File: config.mk
export PLATFORM = sky130hd
export DESIGN_NAME = prd_walker
export DESIGN_NICKNAME = d
export VERILOG_FILES = /design/src/rtl/prd_walker.sv
export SDC_FILE = /design/constraint.sdc
export NUM_CORES = 1
export LEC_CHECK = 0
export ABC_AREA = 1
export BUFFER_PORTS_ARGS = -buffer_cell sky130_fd_sc_hd__buf_2
export CORE_ASPECT_RATIO = 1.5
export CORE_UTILIZATION = 58
export DETAILED_ROUTE_END_ITERATION = 8
export MAX_ROUTING_LAYER = met4
export PLACE_DENSITY = 0.79
export REMOVE_ABC_BUFFERS = 1
export SYNTH_ARGS = -nofsm -noshare
export SYNTH_HDL_FRONTEND = slang
export SYNTH_SLANG_ARGS = --single-unit
File: constraint.sdc
create_clock -name clk -period 4.23 [get_ports clk]
set_input_delay 0.846 -clock clk [delete_from_list [all_inputs] [get_ports clk]]
set_output_delay 0.846 -clock clk [all_outputs]
set_load 0.01 [all_outputs]
File: src/rtl/prd_walker.sv
module prd_walker #(
  parameter int AW         = 32,
  parameter int LW         = 20,
  parameter int PAGE_BYTES = 4096
) (
  input  logic          clk,
  input  logic          rst_n,
  input  logic          start,
  input  logic [AW-1:0] base_addr,
  input  logic          req_valid,
  input  logic [LW-1:0] req_len,
  output logic          busy,
  output logic          mem_req,
  output logic [AW-1:0] mem_addr,
  input  logic          mem_rsp_valid,
  input  logic [63:0]   mem_rsp_data,
  output logic          seg_valid,
  output logic [AW-1:0] seg_addr,
  output logic [16:0]   seg_len,
  output logic          done,
  output logic          exhausted
);
  localparam int CW = 17;
  localparam int MW = (LW > CW) ? LW : CW;

  typedef enum logic [1:0] {IDLE, WALK, FETCH} st_t;
  st_t st;

  logic [AW-1:0] tbase, ptr, raddr;
  logic [CW-1:0] rcnt;
  logic          rlast;
  logic [LW-1:0] need;

  wire [MW-1:0] need_w = MW'(need);
  wire [MW-1:0] cnt_w  = MW'(rcnt);
  wire [MW-1:0] take   = (need_w < cnt_w) ? need_w : cnt_w;

  wire [15:0]   masked  = mem_rsp_data[47:32] & 16'hfffe;
  wire [CW-1:0] new_cnt = (masked == 16'h0) ? {1'b1, 16'h0} : {1'b0, masked};
  wire          page_out = (ptr - tbase) >= AW'(PAGE_BYTES);

  assign busy     = (st != IDLE);
  assign mem_req  = (st == FETCH);
  assign mem_addr = ptr;

  always_ff @(posedge clk) begin
    if (!rst_n) begin
      st <= IDLE;
      tbase <= '0; ptr <= '0; raddr <= '0; rcnt <= '0; rlast <= 1'b0; need <= '0;
      seg_valid <= 1'b0; seg_addr <= '0; seg_len <= '0;
      done <= 1'b0; exhausted <= 1'b0;
    end else begin
      seg_valid <= 1'b0;
      done      <= 1'b0;
      exhausted <= 1'b0;
      case (st)
        IDLE: begin
          if (start) begin
            tbase <= base_addr;
            ptr   <= base_addr;
            raddr <= '0;
            rcnt  <= '0;
            rlast <= 1'b0;
          end else if (req_valid) begin
            need <= req_len;
            st   <= WALK;
          end
        end
        WALK: begin
          if (need == '0) begin
            done <= 1'b1;
            st   <= IDLE;
          end else if (rcnt != '0) begin
            seg_valid <= 1'b1;
            seg_addr  <= raddr;
            seg_len   <= CW'(take);
            raddr     <= raddr + AW'(take);
            rcnt      <= rcnt - CW'(take);
            need      <= need - LW'(take);
          end else if (rlast || page_out) begin
            exhausted <= 1'b1;
            st        <= IDLE;
          end else begin
            st <= FETCH;
          end
        end
        FETCH: begin
          if (mem_rsp_valid) begin
            raddr <= mem_rsp_data[AW-1:0];
            rcnt  <= new_cnt;
            rlast <= mem_rsp_data[63];
            ptr   <= ptr + AW'(8);
            st    <= WALK;
          end
        end
        default: st <= IDLE;
      endcase
    end
  end

  assert_req_held_R9: assert property (@(posedge clk) disable iff (!rst_n)
    mem_req && !mem_rsp_valid |=> mem_req && $stable(mem_addr));
  assert_one_fetch_R9: assert property (@(posedge clk) disable iff (!rst_n)
    mem_req && mem_rsp_valid |=> !mem_req);
  assert_seg_len_R6: assert property (@(posedge clk) disable iff (!rst_n)
    seg_valid |-> (seg_len != 17'h0) && (seg_len <= 17'h10000));
  assert_fail_safe_R5: assert property (@(posedge clk) disable iff (!rst_n)
    mem_req |-> (mem_addr - tbase) < AW'(PAGE_BYTES));
  assert_single_end_R7: assert property (@(posedge clk) disable iff (!rst_n)
    !(done && exhausted));
  assert_seg_busy_R10: assert property (@(posedge clk) disable iff (!rst_n)
    seg_valid |-> busy);
endmodule

## Yosys cells after proc, flatten, opt, wreduce, memory -nomap -nowiden

Cells that the tools add are included.

| word-level totals | value |
|---|---|
| register bits after elaboration | 188 |
| logic and storage cells | 82 |

| operators by class | value |
|---|---|
| equality and inequality tests | 9 |
| magnitude comparators | 2 |
| muxes and demuxes | 33 |
| reduce and logical (&&, ||, !) cells | 18 |
| add/subtract/negate cells | 5 |
| bitwise gates (word level) | 3 |

Operators by type and width:

| operator | number |
|---|---|
| 2-to-1 mux 32 bit | 6 |
| 2-to-1 mux 20 bit | 5 |
| one-hot mux 32 bit (3 select lines) | 1 |
| 2-to-1 mux 17 bit | 5 |
| one-hot mux 32 bit (2 select lines) | 1 |
| one-hot mux 17 bit (3 select lines) | 1 |
| one-hot mux 20 bit (2 select lines) | 1 |
| adder 32 x 20 -> 32 bit | 1 |
| adder 32 x 4 -> 32 bit (second input constant) | 1 |
| >= comparator 32 x 13 -> 1 bit (second input constant) | 1 |
| subtractor 32 bit | 1 |
| logical NOT 20 bit | 1 |
| less-than comparator 20 x 17 -> 1 bit | 1 |
| subtractor 20 bit | 1 |
| nonzero test 17 bit | 1 |
| subtractor 17 bit | 1 |
| logical NOT 16 bit | 1 |
| 2-to-1 mux 2 bit | 6 |
| != test 2 bit (second input constant) | 5 |
| AND reduction 5 bit | 2 |
| one-hot mux 2 bit (3 select lines) | 1 |
| AND reduction 3 bit | 2 |
| nonzero test 2 bit | 3 |
| 2-to-1 mux 1 bit | 5 |
| 13 further kinds | 16 |

## Logic depth before layout (Yosys ltp)

| depth | value |
|---|---|
| depth in word-level cells | 7 |
| mapped depth | 28 |
| mapped depth without buffers | 27 |

## Worst setup path before layout

Ideal clock, no wire load.

| timing | value |
|---|---|
| path kind | flip-flop to flip-flop |
| start | register rcnt[15] |
| end | register need[14] |
| arrival time | 3.501 ns |
| path slack | 0.611 ns |
| required time | 4.112 ns |
| cell stages (with the launch flop) | 23 |
| path through | dfxtp_1 > inv_1 > ha_1 > a21oi_1 > o21ai_0 > nand2_1 > nand2_1 > a21oi_2 > nand2_2 > buf_2 > o21ai_0 > ha_1 > inv_1 > fa_1 > nand3_1 > nand2_1 > a21oi_1 > o21ai_0 > a21oi_1 > o21ai_0 > xor2_1 > nand2_1 > a21oi_1 |

| between the ends | value |
|---|---|
| longest elaborated chain between the ends | 6 |
| elaborated cells between the ends (all ways) | 9 |

Ends and longest elaborated chain:

| what | RTL line | RTL |
|---|---|---|
| start: declaration | 30 | `logic [CW-1:0] rcnt;` |
| start signal: assignment | 78 | `rcnt <= rcnt - CW'(take);` |
| start signal: assignment | 90 | `rcnt <= new_cnt;` |
| less-than comparator 20 x 17 -> 1 bit | 36 | `wire [MW-1:0] take = (need_w < cnt_w) ? need_w : cnt_w;` |
| 2-to-1 mux 20 bit | 36 |  |
| via take[0] | 36 |  |
| subtractor 20 bit | 79 | `need <= need - LW'(take);` |
| 2-to-1 mux 20 bit | 73 | `end else if (rcnt != '0) begin` |
| 2-to-1 mux 20 bit | 70 | `if (need == '0) begin` |
| one-hot mux 20 bit (2 select lines) | 56 | `case (st)` |
| end signal: assignment | 65 | `need <= req_len;` |
| end signal: assignment | 79 |  |
| end: declaration | 32 | `logic [LW-1:0] need;` |

The timed path passes the listed nets, and every way through them passes these cells. The select of a mux whose other input is x is not followed.
A chain may end at the register's enable or synchronous reset.

## Final worst setup path

| timing | value |
|---|---|
| start | register rcnt[9] |
| end | register raddr[21] |

| between the ends | value |
|---|---|
| longest elaborated chain between the ends | 6 |
| elaborated cells between the ends (all ways) | 9 |

Ends and longest elaborated chain:

| what | RTL line | RTL |
|---|---|---|
| less-than comparator 20 x 17 -> 1 bit | 36 |  |
| 2-to-1 mux 20 bit | 36 |  |
| via take[14] | 36 |  |
| adder 32 x 20 -> 32 bit | 77 | `raddr <= raddr + AW'(take);` |
| 2-to-1 mux 32 bit | 73 |  |
| 2-to-1 mux 32 bit | 70 |  |
| one-hot mux 32 bit (3 select lines) | 56 |  |
| end signal: assignment | 77 |  |
| end signal: assignment | 89 | `raddr <= mem_rsp_data[AW-1:0];` |
| end: declaration | 29 | `logic [AW-1:0] tbase, ptr, raddr;` |

The timed path passes the listed nets, and every way through them passes these cells. The select of a mux whose other input is x is not followed.

==> impl_results.md <==
- Count of unique library cells instantiated by Yosys: 54
- Run status: complete, no violations
- Final cell count without fillers: roughly 2900
- Gate count after technology mapping: between 2000 and 2500
- Vias: 16580
- FFs w/ async S/R, synth: 0
- Layout Nets: 2825
- Maximum operating frequency: 0.2566 GHz
- Smallest hold slack: 0.4612 ns
- Global-route wire length before repair: slightly below 80000 um
- Leakage component of the power: 0.008158 uW
- Arr. time, crit path: approximately 4.3 ns
- TritonCTS clock tree: done
- Fill cell instance count of the final layout: 2383
- Die boundary width: about 130 um
- Later-pin clock latency in the skew report: 0.47 ns
- Type of origin of the critical path: flop
- Total setup violations reported at the end of the flow: 0
- Number of buffers created by CTS: 17
- Number of vias per cell: 5.657
- Number of global-route vias before repair: 15800
- Flip-flop and latch count after synthesis: around 190
- Delay contributed by the slowest stage of the critical path: about 0.4 ns
- Maximum number of pins on one net before global-route repair: 78
- Detailed-route wire length: 48920 um
- Max-cap violation count: 0
- Fraction of layout cells with a size suffix above 1: 0.1272
- Average cell area after synthesis: just over 6 um^2
- Num ports: 207
- Core ar.: 25140 um^2
- Die H: about 200 um
- Htree depth: 4
- Worst voltage drop across the vdd grid: 0.0003622 V
- Buffer cell driving the clock tree root: sky130_fd_sc_hd__clkbuf_16
- Netlist area before placement: ~15000 um^2
- Number of design rule violations left after detail routing: 0
- Hold_buf cts: 0
- Number of pins with negative max-slew slack in the final report: 0
- Transition time at the pin with the least slew margin: 0.9819 ns
- HPWL reported at the end of detailed placement: 36990 um
- Number of antenna violations at the first check in global routing: 1
- Type of the worst setup path: reg2reg
- Maximum fanout along the worst path: 15
- Number of violations reported at the end of detailed-routing iteration 0: 1158
- Detailed-routing iteration count for the pre-antenna-repair pass: 8
- Final global-route overflow total: 0
- Final antenna-violating net count: 0
- Crit path max-delay cell type: sky130_fd_sc_hd__dfxtp_1
- Die Outline Area: 26260 um^2
- Post-place instance area: 16080 um^2
- Relative slew margins: 0.3454
- Cells traversed along the worst timing path: inv_1 -> ha_1 -> nand2_1 -> nor2_1 -> nand4_1 -> nor2_2 -> a21oi_4 -> nand2_4 -> buf_6 -> nand2_1 -> o21ai_1 -> buf_4 -> ha_1 -> a21oi_1 -> o21ai_0 -> a21oi_1 -> o211ai_2 -> a21oi_1 -> o21ai_0 -> nand2_1 -> nand2_1 -> a21oi_1
- Clock Skews: 0.009450 ns
- Number of flops mapped to enable cells by yosys: 0
- Total of buffers placed on input and output ports: 190
- Post-layout minimum cycle time: 3.897 ns
- Top FF cell, synth: sky130_fd_sc_hd__dfxtp_1
- Final setup margin: 0.3330 ns
- Period utilization: 0.9213
- PnR Total Power: 7596 uW
- Std-Cell Rows: 71
- CTS Sinks: about 190
- Power per cell area: 452.7 nW/um^2
- Number of cells in the design after placement: 2900
- Final hold violation count: 0
- Overall track demand over capacity in global routing: 0.3842
- Starting density of the core: 0.5906
- Synthesis Warnings: 0
- Weighted congestion reported at the end of routability-driven placement: 1.009
- Fraction of the yosys area taken by sequential cells: 0.2535
- Clock transition at the registers of the reported paths: 0.07 ns
- Path category of the worst min-delay check: reg2reg
- Worst Path Buf+Inv: 3
- Routed wire length per instance: 16.69 um
- Kind of end point of the critical path: flop
- Area delta synth->final: 13.00%
- Minimum setup slack after placement: around 0.15 ns
- Fin area: 16780 um^2
- Clock tree buffer depth: 2
- Kind of cell adding the most delay to the critical path: compound AO/OA/AOI/OAI gates
- Data required, critical path: roughly 4.6 ns
==> cell usage in the layout (no fill, tap or decap), types with 31 or more instances in the layout <==
cell                      Yosys  routed
sky130_fd_sc_hd__nand4_1     35      35
sky130_fd_sc_hd__ha_1       109     107
sky130_fd_sc_hd__dfxtp_1    188     188
sky130_fd_sc_hd__nor2_1     176     175
sky130_fd_sc_hd__nand3_1    139     139
sky130_fd_sc_hd__nand2_1    738     737
sky130_fd_sc_hd__inv_1      311     311
sky130_fd_sc_hd__nor3_1      32      31
sky130_fd_sc_hd__buf_4        5      31
sky130_fd_sc_hd__o21ai_0    141     138
sky130_fd_sc_hd__buf_2        9     190
sky130_fd_sc_hd__a21oi_1    259     255
==> final cells by class <==
| cell class | instances | area (um^2) | share of cell area |
|---|---|---|---|
| diodes | 1 | 2.502 | 0.0001492 |
| repair buffers | 223 | 1215 | 0.07241 |
| well taps | 328 | 410.4 | 0.02446 |
| clock buffers | 18 | 429.2 | 0.02558 |
| multi-input cells | 1830 | 9522 | 0.5675 |
| flip-flops and latches | 188 | 3764 | 0.2243 |
| clock inverters | 12 | 190.2 | 0.01134 |
| inverters | 331 | 1245 | 0.07420 |
==> repair_timing <==
action                                  in CTS  in global routing
buffers inserted                             0                  0
endpoints found under the setup margin       0                 26
gates resized for setup                      0                 20
==> registers in the layout (all words and copies together), names as in the netlist <==
name       cells
done           1
exhausted      1
mem_addr      32
need          20
raddr         32
rcnt          17
rlast          1
seg_addr      32
seg_len       17
seg_valid      1
st             2
tbase         32
==> synth_stat cells, types with 4 or more instances <==
cell	n	share of area
sky130_fd_sc_hd__dfxtp_1	188	0.25
sky130_fd_sc_hd__o21ai_1	18	0.0061
sky130_fd_sc_hd__o21bai_1	11	0.0056
sky130_fd_sc_hd__nand2_1	738	0.19
sky130_fd_sc_hd__and2_1	4	0.0017
sky130_fd_sc_hd__ha_1	109	0.092
sky130_fd_sc_hd__o211ai_1	10	0.0051
sky130_fd_sc_hd__inv_2	19	0.0048
sky130_fd_sc_hd__buf_6	9	0.0068
sky130_fd_sc_hd__xor2_1	18	0.011
sky130_fd_sc_hd__inv_1	311	0.079
sky130_fd_sc_hd__nand4_1	35	0.015
sky130_fd_sc_hd__a31oi_1	7	0.0029
sky130_fd_sc_hd__buf_4	5	0.0025
sky130_fd_sc_hd__a21oi_1	259	0.087
sky130_fd_sc_hd__a221oi_1	7	0.0041
sky130_fd_sc_hd__fa_1	4	0.0054
sky130_fd_sc_hd__buf_2	9	0.0030
sky130_fd_sc_hd__o21ai_0	141	0.048
sky130_fd_sc_hd__clkbuf_1	56	0.014
sky130_fd_sc_hd__nor2_1	176	0.044
sky130_fd_sc_hd__nor3_1	32	0.011
sky130_fd_sc_hd__xnor2_1	18	0.011
sky130_fd_sc_hd__nor4_1	8	0.0034
sky130_fd_sc_hd__a21o_1	6	0.0030
sky130_fd_sc_hd__a211oi_1	13	0.0066
sky130_fd_sc_hd__o21ai_2	11	0.0065
sky130_fd_sc_hd__o22ai_1	8	0.0034
sky130_fd_sc_hd__nand3_1	139	0.047
sky130_fd_sc_hd__or2_2	13	0.0055
sky130_fd_sc_hd__nand3b_1	7	0.0035
sky130_fd_sc_hd__o21a_1	4	0.0020
==> power by group <==
group          leakage (uW)  switching [uW]  total [uW]  internal [uW]
clock network      0.000300             778        1770            994
registers           0.00153             121        2010           1880
logic               0.00633            2540        3820           1280
==> routing by layer <==
layer | vias up | share of wire | global-route usage
li1 | 8205 | - | -
met1 | 7650 | 0.37 | 0.3812
met2 | 557 | 0.52 | 0.7062
met3 | 170 | 0.042 | 0.04019
met4 | 0 | 0.059 | 0.2610
met5 | - | 0 | -
==> worst paths after layout <==
path | start | end | slack, ns | cells after the start
worst max-delay path | rcnt[9] | raddr[21] | 0.33 | 22
worst min-delay path | seg_addr[7] | seg_addr[7] | 0.46 | 2
worst max register to register | rcnt[9] | raddr[21] | 0.33 | 22
worst min register to register | seg_addr[7] | seg_addr[7] | 0.46 | 2
==> logic make-up after synthesis <==
group,Yosys count,share of synthesized area
other cells,1,0.0002526
fa+ha+maj,113,0.09725
flops,188,0.2535
simple gates,1173,0.3306
compound gates,505,0.1862
xor+xnor,36,0.02124
buf+inv,413,0.1110
==> worst reg2reg max path: stages (launching register included) <==
cell and delay, ns:
sky130_fd_sc_hd__dfxtp_1 0.41, sky130_fd_sc_hd__inv_1 0.09, sky130_fd_sc_hd__ha_1 0.31, sky130_fd_sc_hd__nand2_1 0.06
sky130_fd_sc_hd__nor2_1 0.15, sky130_fd_sc_hd__nand4_1 0.15, sky130_fd_sc_hd__nor2_2 0.18, sky130_fd_sc_hd__a21oi_4 0.10
sky130_fd_sc_hd__nand2_4 0.14, sky130_fd_sc_hd__buf_6 0.18, sky130_fd_sc_hd__nand2_1 0.06, sky130_fd_sc_hd__o21ai_1 0.15
sky130_fd_sc_hd__buf_4 0.20, sky130_fd_sc_hd__ha_1 0.25, sky130_fd_sc_hd__a21oi_1 0.22, sky130_fd_sc_hd__o21ai_0 0.18
sky130_fd_sc_hd__a21oi_1 0.24, sky130_fd_sc_hd__o211ai_2 0.23, sky130_fd_sc_hd__a21oi_1 0.16, sky130_fd_sc_hd__o21ai_0 0.10
sky130_fd_sc_hd__nand2_1 0.07, sky130_fd_sc_hd__nand2_1 0.05, sky130_fd_sc_hd__a21oi_1 0.16
==> metrics by stage <==
stage / setup TNS (ns) / util
finish: 0 / 0.6673
global placement: 0 / 0.6396
floorplan: 0 / -
detailed placement: 0 / 0.6396
CTS: 0 / 0.6643
global route: -0.05249 / 0.6673
Note: power is estimated with default switching activity, not from simulation.
